[src/rtl/rtc_pkg.sv]
package rtc_pkg;
    localparam int DW = 8;
    localparam int AW = 3;
    localparam int NCARRY = 6;

    typedef enum logic [2:0] {
        ST_IDLE, ST_SEC, ST_MIN, ST_HOUR, ST_DAY, ST_MON, ST_YEAR
    } step_t;

    localparam logic [AW-1:0] A_SEC  = 3'd0;
    localparam logic [AW-1:0] A_MIN  = 3'd1;
    localparam logic [AW-1:0] A_HOUR = 3'd2;
    localparam logic [AW-1:0] A_DATE = 3'd3;
    localparam logic [AW-1:0] A_MON  = 3'd4;
    localparam logic [AW-1:0] A_YEAR = 3'd5;
    localparam logic [AW-1:0] A_WDAY = 3'd6;
    localparam logic [AW-1:0] A_CEN  = 3'd7;

    localparam logic [DW-1:0] M_SEC  = 8'h7F;
    localparam logic [DW-1:0] M_MIN  = 8'h7F;
    localparam logic [DW-1:0] M_HOUR = 8'hBF;
    localparam logic [DW-1:0] M_DATE = 8'h3F;
    localparam logic [DW-1:0] M_MON  = 8'h1F;
    localparam logic [DW-1:0] M_YEAR = 8'hFF;
    localparam logic [DW-1:0] M_WDAY = 8'h07;
    localparam logic [DW-1:0] M_CEN  = 8'h01;

    function automatic logic [6:0] bcd_to_bin(input logic [7:0] b);
        return 7'(b[7:4]) * 7'd10 + 7'(b[3:0]);
    endfunction

    function automatic logic [7:0] bin_to_bcd(input logic [6:0] v);
        logic [3:0] t;
        logic [3:0] o;
        t = 4'(v / 7'd10);
        o = 4'(v % 7'd10);
        return {t, o};
    endfunction
endpackage

[src/rtl/rtc_bcd_step.sv]
module rtc_bcd_step
    import rtc_pkg::*;
#(
    parameter int W = DW
) (
    input  logic [W-1:0] cur,
    input  logic [W-1:0] lo,
    input  logic [W-1:0] hi,
    output logic [W-1:0] nxt,
    output logic         wrap
);
    logic [6:0] cur_b;
    logic [6:0] hi_b;

    always_comb begin
        cur_b = bcd_to_bin(8'(cur));
        hi_b  = bcd_to_bin(8'(hi));
        if (cur_b >= hi_b) begin
            nxt  = lo;
            wrap = 1'b1;
        end else begin
            nxt  = W'(bin_to_bcd(cur_b + 7'd1));
            wrap = 1'b0;
        end
    end
endmodule

[src/rtl/rtc_month_days.sv]
module rtc_month_days
    import rtc_pkg::*;
(
    input  logic [DW-1:0] month,
    input  logic [DW-1:0] year,
    output logic [DW-1:0] last_day
);
    logic leap;

    always_comb begin
        if (year[4] == 1'b0)
            leap = (year[3:0] == 4'd0) || (year[3:0] == 4'd4) || (year[3:0] == 4'd8);
        else
            leap = (year[3:0] == 4'd2) || (year[3:0] == 4'd6);
        unique case (month)
            8'h02:                      last_day = leap ? 8'h29 : 8'h28;
            8'h04, 8'h06, 8'h09, 8'h11: last_day = 8'h30;
            default:                    last_day = 8'h31;
        endcase
    end
endmodule

[src/rtl/rtc_hour_step.sv]
module rtc_hour_step
    import rtc_pkg::*;
(
    input  logic [DW-1:0] cur,
    output logic [DW-1:0] nxt,
    output logic          wrap
);
    logic [6:0] v;
    logic       pm_n;
    logic [6:0] h_n;
    logic [7:0] h_bcd;

    always_comb begin
        nxt   = cur;
        wrap  = 1'b0;
        pm_n  = cur[5];
        h_n   = 7'd0;
        h_bcd = 8'h00;
        if (cur[7]) begin
            v = bcd_to_bin({2'b00, cur[5:0]});
            if (v >= 7'd23) begin
                h_n  = 7'd0;
                wrap = 1'b1;
            end else begin
                h_n = v + 7'd1;
            end
            h_bcd = bin_to_bcd(h_n);
            nxt   = {2'b10, h_bcd[5:0]};
        end else begin
            v = bcd_to_bin({3'b000, cur[4:0]});
            if (v >= 7'd12 || v == 7'd0) begin
                h_n = 7'd1;
            end else if (v == 7'd11) begin
                h_n  = 7'd12;
                pm_n = ~cur[5];
                wrap = cur[5];
            end else begin
                h_n = v + 7'd1;
            end
            h_bcd = bin_to_bcd(h_n);
            nxt   = {2'b00, pm_n, h_bcd[4:0]};
        end
    end
endmodule

[src/rtl/rtc_core.sv]
module rtc_core
    import rtc_pkg::*;
(
    input  logic              clk,
    input  logic              rst_n,
    input  logic              tick,
    input  logic              wr_en,
    input  logic [AW-1:0]     wr_addr,
    input  logic [DW-1:0]     wr_data,
    input  logic [AW-1:0]     rd_addr,
    output logic [DW-1:0]     rd_data,
    output logic [NCARRY-1:0] carry_o
);
    step_t state, state_nx;

    logic [DW-1:0] sec_q, min_q, hour_q, date_q, mon_q, year_q, wday_q, cen_q;

    logic [DW-1:0] f_cur, f_lo, f_hi, f_nxt;
    logic          f_wrap;
    logic [DW-1:0] h_nxt;
    logic          h_wrap;
    logic [DW-1:0] w_nxt;
    logic          w_wrap;
    logic [DW-1:0] last_day;
    logic [AW-1:0] f_addr;
    logic          f_written;
    logic          step_wrap;

    rtc_bcd_step #(.W(DW)) u_field (
        .cur(f_cur), .lo(f_lo), .hi(f_hi), .nxt(f_nxt), .wrap(f_wrap)
    );

    rtc_bcd_step #(.W(DW)) u_wday (
        .cur(wday_q), .lo(8'h00), .hi(8'h06), .nxt(w_nxt), .wrap(w_wrap)
    );

    rtc_hour_step u_hour (
        .cur(hour_q), .nxt(h_nxt), .wrap(h_wrap)
    );

    rtc_month_days u_mdays (
        .month(mon_q), .year(year_q), .last_day(last_day)
    );

    // Select the field being stepped and its limits
    always_comb begin
        f_cur  = sec_q;
        f_lo   = 8'h00;
        f_hi   = 8'h59;
        f_addr = A_SEC;
        unique case (state)
            ST_IDLE: ;
            ST_SEC:  ;
            ST_MIN:  begin f_cur = min_q;  f_addr = A_MIN;  end
            ST_HOUR: begin f_cur = hour_q; f_addr = A_HOUR; end
            ST_DAY:  begin f_cur = date_q; f_lo = 8'h01; f_hi = last_day; f_addr = A_DATE; end
            ST_MON:  begin f_cur = mon_q;  f_lo = 8'h01; f_hi = 8'h12;    f_addr = A_MON;  end
            ST_YEAR: begin f_cur = year_q; f_hi = 8'h99; f_addr = A_YEAR; end
            default: ;
        endcase
        f_written = wr_en && (wr_addr == f_addr);
        step_wrap = (state == ST_HOUR) ? h_wrap : f_wrap;
    end

    // Next-state logic
    always_comb begin
        state_nx = state;
        unique case (state)
            ST_IDLE: state_nx = tick ? ST_SEC : ST_IDLE;
            ST_SEC:  state_nx = (step_wrap && !f_written) ? ST_MIN  : ST_IDLE;
            ST_MIN:  state_nx = (step_wrap && !f_written) ? ST_HOUR : ST_IDLE;
            ST_HOUR: state_nx = (step_wrap && !f_written) ? ST_DAY  : ST_IDLE;
            ST_DAY:  state_nx = (step_wrap && !f_written) ? ST_MON  : ST_IDLE;
            ST_MON:  state_nx = (step_wrap && !f_written) ? ST_YEAR : ST_IDLE;
            ST_YEAR: state_nx = ST_IDLE;
            default: state_nx = ST_IDLE;
        endcase
    end

    // State register
    always_ff @(posedge clk) begin
        if (!rst_n) state <= ST_IDLE;
        else        state <= state_nx;
    end

    // Field registers and carry pulses
    always_ff @(posedge clk) begin
        if (!rst_n) begin
            sec_q   <= 8'h00;
            min_q   <= 8'h00;
            hour_q  <= 8'h80;
            date_q  <= 8'h01;
            mon_q   <= 8'h01;
            year_q  <= 8'h00;
            wday_q  <= 8'h00;
            cen_q   <= 8'h01;
            carry_o <= '0;
        end else begin
            carry_o <= '0;
            if (!f_written) begin
                unique case (state)
                    ST_IDLE: ;
                    ST_SEC:  begin sec_q <= f_nxt;  carry_o[0] <= f_wrap; end
                    ST_MIN:  begin min_q <= f_nxt;  carry_o[1] <= f_wrap; end
                    ST_HOUR: begin hour_q <= h_nxt; carry_o[2] <= h_wrap; end
                    ST_DAY: begin
                        date_q     <= f_nxt;
                        carry_o[3] <= f_wrap;
                        wday_q     <= w_nxt;
                    end
                    ST_MON:  begin mon_q <= f_nxt; carry_o[4] <= f_wrap; end
                    ST_YEAR: begin
                        year_q     <= f_nxt;
                        carry_o[5] <= f_wrap;
                        if (f_wrap) cen_q <= {7'd0, ~cen_q[0]};
                    end
                    default: ;
                endcase
            end
            if (wr_en) begin
                unique case (wr_addr)
                    A_SEC:  sec_q  <= wr_data & M_SEC;
                    A_MIN:  min_q  <= wr_data & M_MIN;
                    A_HOUR: hour_q <= wr_data & M_HOUR;
                    A_DATE: date_q <= wr_data & M_DATE;
                    A_MON:  mon_q  <= wr_data & M_MON;
                    A_YEAR: year_q <= wr_data & M_YEAR;
                    A_WDAY: wday_q <= wr_data & M_WDAY;
                    A_CEN:  cen_q  <= wr_data & M_CEN;
                    default: ;
                endcase
            end
        end
    end

    // Read port
    always_comb begin
        unique case (rd_addr)
            A_SEC:   rd_data = sec_q;
            A_MIN:   rd_data = min_q;
            A_HOUR:  rd_data = hour_q;
            A_DATE:  rd_data = date_q;
            A_MON:   rd_data = mon_q;
            A_YEAR:  rd_data = year_q;
            A_WDAY:  rd_data = wday_q;
            A_CEN:   rd_data = cen_q;
            default: rd_data = '0;
        endcase
    end

    // an accepted tick starts the ripple at the seconds
    a_r10_tick_start: assert property (@(posedge clk) disable iff (!rst_n)
        (state == ST_IDLE && tick) |=> (state == ST_SEC));

    // rollover pulses never overlap
    a_r10_carry_onehot: assert property (@(posedge clk) disable iff (!rst_n)
        $onehot0(carry_o));

    // a host write lands unchanged even while that field is stepped
    a_r9_sec_write_wins: assert property (@(posedge clk) disable iff (!rst_n)
        (wr_en && wr_addr == A_SEC) |=> (sec_q == ($past(wr_data) & M_SEC)));

    // a stepped second is always a legal BCD value
    a_r2_sec_range: assert property (@(posedge clk) disable iff (!rst_n)
        (state == ST_SEC && !(wr_en && wr_addr == A_SEC))
        |=> (sec_q <= 8'h59 && sec_q[3:0] <= 4'd9));

    // a stepped 24-hour value stays within 00..23
    a_r3_hour24_range: assert property (@(posedge clk) disable iff (!rst_n)
        (state == ST_HOUR && hour_q[7] && !(wr_en && wr_addr == A_HOUR))
        |=> (hour_q[7] && hour_q[5:0] <= 6'h23));

    // a year carry comes with a century flip
    a_r7_century_flip: assert property (@(posedge clk) disable iff (!rst_n)
        (carry_o[5] && !$past(wr_en && wr_addr == A_CEN))
        |-> (cen_q[0] != $past(cen_q[0])));
endmodule

[config.mk]
export PLATFORM = sky130hd
export DESIGN_NAME = rtc_core
export DESIGN_NICKNAME = d
export VERILOG_FILES = /design/src/rtl/rtc_pkg.sv /design/src/rtl/rtc_bcd_step.sv /design/src/rtl/rtc_month_days.sv /design/src/rtl/rtc_hour_step.sv /design/src/rtl/rtc_core.sv
export SDC_FILE = /design/constraint.sdc
export NUM_CORES = 1
export LEC_CHECK = 0
export BUFFER_PORTS_ARGS = -buffer_cell sky130_fd_sc_hd__buf_2
export CAP_MARGIN = 20
export CORE_MARGIN = 5
export CORE_UTILIZATION = 28
export CTS_CLUSTER_DIAMETER = 60
export DETAILED_ROUTE_END_ITERATION = 16
export SYNTH_ARGS = -nofsm -noshare
export SYNTH_HDL_FRONTEND = slang
export SYNTH_SLANG_ARGS = --single-unit
[constraint.sdc]
create_clock -name clk -period 8.9 [get_ports clk]
set_clock_uncertainty 0.15 [all_clocks]
set_input_delay 0.89 -clock clk [delete_from_list [all_inputs] [get_ports clk]]
set_output_delay 0.89 -clock clk [all_outputs]
set_load 0.05 [all_outputs]
==> results of run 1 <==
-- final cells by class --
class	count	area, um2
flip-flops and latches	73	1460
inverters	42	158
clock buffers	9	225
repair buffers	36	190
fillers	2670	17400
well taps	330	413
clock inverters	6	60.1
multi-input cells	777	5300
-- power groups by stage --
stage                     clock network (mW)  registers (mW)  logic, mW
final                                  0.359           0.348      0.227
after global routing                   0.377           0.349      0.247
after CTS                              0.358           0.347      0.224
after detailed placement                   0           0.355      0.223
after global placement                     0           0.355      0.222
after floorplan                            0           0.348      0.173
-- per-layer routing --
layer	part of all wire, %	up-vias	global-route usage, %
met5	0	-	0
met4	3.1	0	5.46
met3	6.3	42	1.91
met2	46	266	25.7
met1	44	3418	22.1
li1	-	3455	-
-- synthesized netlist by cell type, types with 5 or more instances --
master / number
a211oi_1: 17
a21o_1: 11
a21oi_1: 58
a221oi_1: 5
a22o_1: 7
a22oi_1: 7
a2bb2oi_1: 5
a311oi_1: 6
a31oi_1: 24
and2_1: 17
and3_1: 9
clkbuf_1: 39
dfxtp_1: 73
ha_1: 40
inv_1: 39
mux2i_1: 34
mux4_2: 5
nand2_1: 99
nand2b_1: 18
nand3_1: 26
nand4_1: 7
nor2_1: 94
nor2b_1: 14
nor3_1: 30
nor3b_1: 6
o211ai_1: 18
o21a_1: 9
o21ai_0: 68
o22ai_1: 9
o31ai_1: 5
xnor2_1: 23
xor2_1: 13
-- path summary, 6_finish.rpt --
path,from,endpoint,slack [ns],cells after the start
setup reg to reg,state[1],min_q[1],1.52,23
setup / recovery,state[1],min_q[1],1.52,23
hold reg to reg,cen_q[6],cen_q[6],0.31,1
hold / removal,cen_q[6],cen_q[6],0.31,1
-- worst register-to-register path, cell delays in order (launching register included) --
cell and delay, ns:
dfxtp_1 1.00, nand2b_1 0.28, o22ai_1 0.12, a22o_1 0.27, nor2_1 0.12, nor2_1 0.05
nor3_1 0.38, ha_1 0.31, ha_1 0.42, o21ai_1 0.52, nor2_1 0.15, a31oi_1 0.42
nor2_2 0.17, o311ai_4 0.42, and2_1 0.22, o21ai_0 0.16, a221oi_4 0.39, ha_1 0.41
nor2_1 0.09, a311oi_1 0.27, o211ai_1 0.24, a31oi_4 0.35, mux2i_1 0.23, a31oi_1 0.09
-- stage by stage --
| step | utilization (%) | power [mW] | std cells | cell area (um2) |
|---|---|---|---|---|
| floorplan | - | 0.521 | 944 | 7150 |
| global placement | 29.8 | 0.577 | 1257 | 7510 |
| detailed placement | 29.8 | 0.578 | 1257 | 7510 |
| CTS | 31.0 | 0.930 | 1272 | 7800 |
| global route | 31.0 | 0.973 | 1273 | 7800 |
| finish | 31.0 | 0.934 | 1273 | 7800 |
-- flip-flops by register name, indices dropped and copies added, names as in the netlist --
signal and cells:
cen_q 8, date_q 8, hour_q 8, min_q 8, mon_q 8, sec_q 8
wday_q 8, year_q 8, carry_o 6, state 3
-- kinds of logic (layout without fill, tap and decap cells) --
| kind of cell | after synthesis | count (layout) | share of synthesized area [%] |
|---|---|---|---|
| xor+xnor | 40 | 40 | 5.32 |
| compound gates | 303 | 303 | 30.1 |
| fa+ha+maj | 47 | 47 | 8.56 |
| flops | 73 | 73 | 20.4 |
| mux | 47 | 47 | 7.63 |
| buf+inv | 94 | 93 | 5.46 |
| simple gates | 340 | 340 | 22.5 |
==> run_results.csv, run 1 <==
group,metric,value,unit
timing,fin_crit_sh,83.0,%
yosys,synthArstFlopShare,0,%
clock_tree,cts_tree,"done",
timing,slew_headroom,31.0,%
layout,diodes,0,
placement,post-dp-hpwl,17.6,mm
die,die_h,170,um
timing,hold-worst-slack,0.308,ns
pwr,seqPwrFrac,37.3,%
routing,drc,0,
clock_tree,cts_resized,0,
yosys,netlist_top_cells_area,"dfxtp_1 20%, ha_1 7.0%, nand2_1 5.2%",
timing,setup_viol,0,
timing,min_period,7.38,ns
clock_tree,hold_buffers,0,
yosys,synthFlopType,"dfxtp_1",
pwr,powerDensity,120,nW/um2
timing,fin_ws,1.52,ns
clock_tree,htree_levels,3,
worst_setup_path,worstPathCellList,"nand2b_1, o22ai_1, a22o_1, nor2_1, nor2_1, nor3_1, ha_1, ha_1, o21ai_1, nor2_1, a31oi_1, nor2_2, o311ai_4, and2_1, o21ai_0, a221oi_4, ha_1, nor2_1, a311oi_1, o211ai_1, a31oi_4, mux2i_1, a31oi_1",
timing,setup-tns-final,0,ns
yosys,synth_top_area_share,20.4,%
global_route,grt_first_pass_wirelength,36.8,mm
worst_setup_path,worst_ep_arrival_time,7.42,ns
layout,nets,1001,
clock_tree,clockBufferDepth,2,
pwr,power_frac_clock,38.4,%
pwr,p_comb_share,24.3,%
pwr,p_int,628,uW
worst_setup_path,crit_path_max_fanout,31,
timing,hold_violations,0,
die,coreArea,25200,um2
yosys,syn_inst,944,
timing,slew_violations,0,
worst_setup_path,path_delay_family,"compound AO/OA/AOI/OAI gates",
layout,drive_gt1_share,10.3,%
clock_tree,root_buffer,"clkbuf_16",
clock_tree,cts_buffers,9,
die,die_w,170,um
pwr,p_leak,2.99,nW
die,rows,58,
placement,io_buffers,31,
worst_setup_path,path_buf_inv,0,
yosys,syn_nets,1006,
worst_setup_path,crit_path_frequent_cell,"nor2_1",
routing,ant_nets,0,
global_route,grt_max_degree,36,
outcome,status,"finished clean",
routing,routedWlPerCell,18.5,um
placement,post-place-ws,1.75,ns
worst_setup_path,crit_type,"flip-flop to flip-flop",
routing,initialDrtViolationCount,634,
global_route,grt_pass1_vias,6470,
placement,gp_congestion,0.931,
clock_tree,clkLatencyLatePin,0.34,ns
global_route,grt_remaining_overflow,0,
routing,viasPerCell,5.64,
layout,final_common_cell,"nand2_1",
timing,tightest_slew,1.03,ns
clock_tree,cts_setup_buffers,0,
yosys,syn_area,7150,um2
timing,rsz0062_at_grt,"no",
clock_tree,cts_num_sinks,73,
worst_setup_path,cp.required,8.94,ns
routing,first_pass_iters,5,
yosys,synth_top_cell_by_area,"dfxtp_1",
pwr,swShare,32.7,%
global_route,antenna_found_initial,0,
run,maxCapViolCount,0,
die,ios,32,
worst_setup_path,critPathCaptureType,"flip-flop",
global_route,track_usage,15.9,%
routing,wl,23.5,mm
timing,max_freq,0.135,GHz
yosys,synth_warnings,0,
yosys,synth_edf_count,0,
worst_setup_path,cpPeakStageDelay,1.00,ns
pwr,ir_worst_vdd,0.0766,mV
layout,syn_to_final_growth,9.17,%
yosys,yosysUniqueCellTypes,89,
pwr,switchingPower,306,uW
yosys,synth_seq_cells,73,
worst_setup_path,slowest_stage,"dfxtp_1",
worst_setup_path,cp-start-kind,"flip-flop",
die,initial_core_util,28.4,%
routing,vias,7181,
clock_tree,clkSlewWorstSetupHoldPaths,0.06,ns
min_path,min_path_type,"flip-flop to flip-flop",
yosys,syn_avg_cell_area,7.57,um2
yosys,yosysSeqAreaShare,20.4,%
layout,final_cell_mix,"99 x nand2_1, 94 x nor2_1, 73 x dfxtp_1",
die,dieArea,28800,um2
Note: power is estimated with default switching activity, not from simulation.
==> inputs of run 2 (changes only) <==
==> constraint.sdc (replaced) <==
create_clock -name clk -period 7.6 [get_ports clk]
set_clock_uncertainty 0.15 [all_clocks]
set_input_delay 0.76 -clock clk [delete_from_list [all_inputs] [get_ports clk]]
set_output_delay 0.76 -clock clk [all_outputs]
set_load 0.05 [all_outputs]
==> run 2 against run 1 <==
Setup slack got worse by 0.86 ns. Die area unchanged. Routed wire length increased by 0.71%. Global-route usage increased by 0.22 points. Power increased by 27%. Register-to-register slack got worse by 0.86 ns. Largest cell class unchanged. Highest routed layer unchanged.
==> run_results.csv, run 2 (same netlist as run 1, synthesis figures left out) <==
group,metric,value,unit
timing,slew_headroom,32.5,%
routing,drc,0,
worst_setup_path,cp-start-kind,"flip-flop",
global_route,grt_max_degree,36,
layout,nets,1004,
timing,slew_violations,0,
routing,viasPerCell,5.63,
layout,fillers,2689,
timing,hold_violations,0,
global_route,antenna_found_initial,0,
die,coreArea,25200,um2
min_path,min_path_type,"flip-flop to flip-flop",
timing,fin_crit_sh,91.4,%
routing,vias,7191,
global_route,track_usage,16.2,%
clock_tree,clockBufferDepth,2,
timing,tightest_slew,1.01,ns
die,die_w,170,um
pwr,p_leak,3.03,nW
timing,setup_viol,0,
clock_tree,cts_num_sinks,73,
timing,max_freq,0.144,GHz
timing,min_period,6.94,ns
clock_tree,cts_tree,"done",
pwr,ir_worst_vdd,0.0714,mV
routing,initialDrtViolationCount,544,
clock_tree,hold_buffers,0,
clock_tree,clkLatencyLatePin,0.34,ns
layout,final_cell_mix,"99 x nand2_1, 94 x nor2_1, 73 x dfxtp_1",
placement,post-place-ws,0.817,ns
layout,syn_to_final_growth,10.5,%
die,rows,58,
clock_tree,cts_resized,0,
layout,final_common_cell,"nand2_1",
die,ios,32,
clock_tree,root_buffer,"clkbuf_16",
routing,wl,23.7,mm
worst_setup_path,worst_ep_arrival_time,6.98,ns
routing,ant_nets,0,
timing,fin_ws,0.657,ns
worst_setup_path,crit_type,"flip-flop to flip-flop",
clock_tree,htree_levels,3,
placement,post-dp-hpwl,17.7,mm
timing,rsz0062_at_grt,"no",
global_route,grt_pass1_vias,6700,
layout,seq_area,1460,um2
clock_tree,cts_buffers,9,
clock_tree,cts_setup_buffers,0,
worst_setup_path,crit_path_max_fanout,20,
routing,first_pass_iters,6,
placement,gp_congestion,0.899,
layout,drive_gt1_share,10.7,%
layout,diodes,0,
timing,setup-tns-final,0,ns
die,dieArea,28800,um2
die,initial_core_util,28.4,%
worst_setup_path,cp.required,7.64,ns
die,die_h,170,um
routing,routedWlPerCell,18.6,um
clock_tree,clkSlewWorstSetupHoldPaths,0.06,ns
global_route,grt_first_pass_wirelength,37.4,mm
run,maxCapViolCount,0,
worst_setup_path,critPathCaptureType,"flip-flop",
outcome,status,"finished clean",
global_route,grt_remaining_overflow,0,
layout,multiInputGateArea,5300,um2
pwr,powerDensity,150,nW/um2
placement,io_buffers,31,
-- run 2: changes by cell type in the layout (fill, tap and decap cells not counted) --
cell,before,now
buf_4,4,8
bufinv_16,1,3
clkbuf_8,0,1
inv_6,0,1
clkinv_2,3,0
buf_2,32,31
-- run 2: through the flow --
| step | util, % | total power [mW] | std cells | cell area, um2 | hold slack [ns] |
|---|---|---|---|---|---|
| after floorplan | - | 0.610 | 944 | 7150 | 0.274 |
| after global placement | 30.0 | 0.679 | 1261 | 7540 | 0.290 |
| after detailed placement | 30.0 | 0.681 | 1261 | 7540 | 0.294 |
| after CTS | 31.4 | 1.19 | 1277 | 7900 | 0.312 |
| after global routing | 31.4 | 1.23 | 1277 | 7900 | 0.329 |
| final | 31.4 | 1.19 | 1277 | 7900 | 0.311 |
-- run 2: final cells by class --
cell class                 instances  area share, %
multi-input combinational        777           67.1
sequential                        73           18.5
timing repair buffer              39           2.73
tap                              330           5.23
clock buffer                      10           3.03
clock inverter                     6           1.44
inverter                          42           2.00
-- run 2: layer usage --
metal | vias to the layer above | wire length, um | GRT usage (%)
met5 | - | 0 | 0
met4 | 0 | 598 | 4.94
met3 | 37 | 1670 | 2.68
met2 | 311 | 11000 | 26.6
met1 | 3391 | 10400 | 21.7
li1 | 3452 | - | -
-- run 2: final timing paths --
path	start	to	slack, ns	depth (start not counted)
max	state[2]	year_q[1]	0.66	22
min	cen_q[7]	cen_q[7]	0.31	1
max reg2reg	state[2]	year_q[1]	0.66	22
min reg2reg	cen_q[7]	cen_q[7]	0.31	1
-- run 2: critical path, stage by stage, from the launching register on --
cell      delay, ns
dfxtp_1        0.78
buf_4          0.36
nand2b_1       0.26
a21oi_1        0.35
ha_1           0.21
ha_1           0.14
inv_1          0.05
fa_1           0.65
nor2_1         0.28
nand3_1        0.11
nand3_1        0.26
inv_1          0.23
o311ai_4       0.42
and2_1         0.22
o21ai_0        0.17
a221oi_4       0.39
ha_1           0.40
nor2_1         0.08
a311oi_1       0.28
o211ai_1       0.26
a31oi_4        0.36
mux2i_1        0.24
a31oi_1        0.10
-- run 2: where the power goes --
part / internal, mW / switching [mW] / total (mW) / leakage, nW
sequential: 0.392 / 0.0162 / 0.408 / 0.591
combinational: 0.0936 / 0.175 / 0.269 / 2.28
clock: 0.331 / 0.179 / 0.510 / 0.165
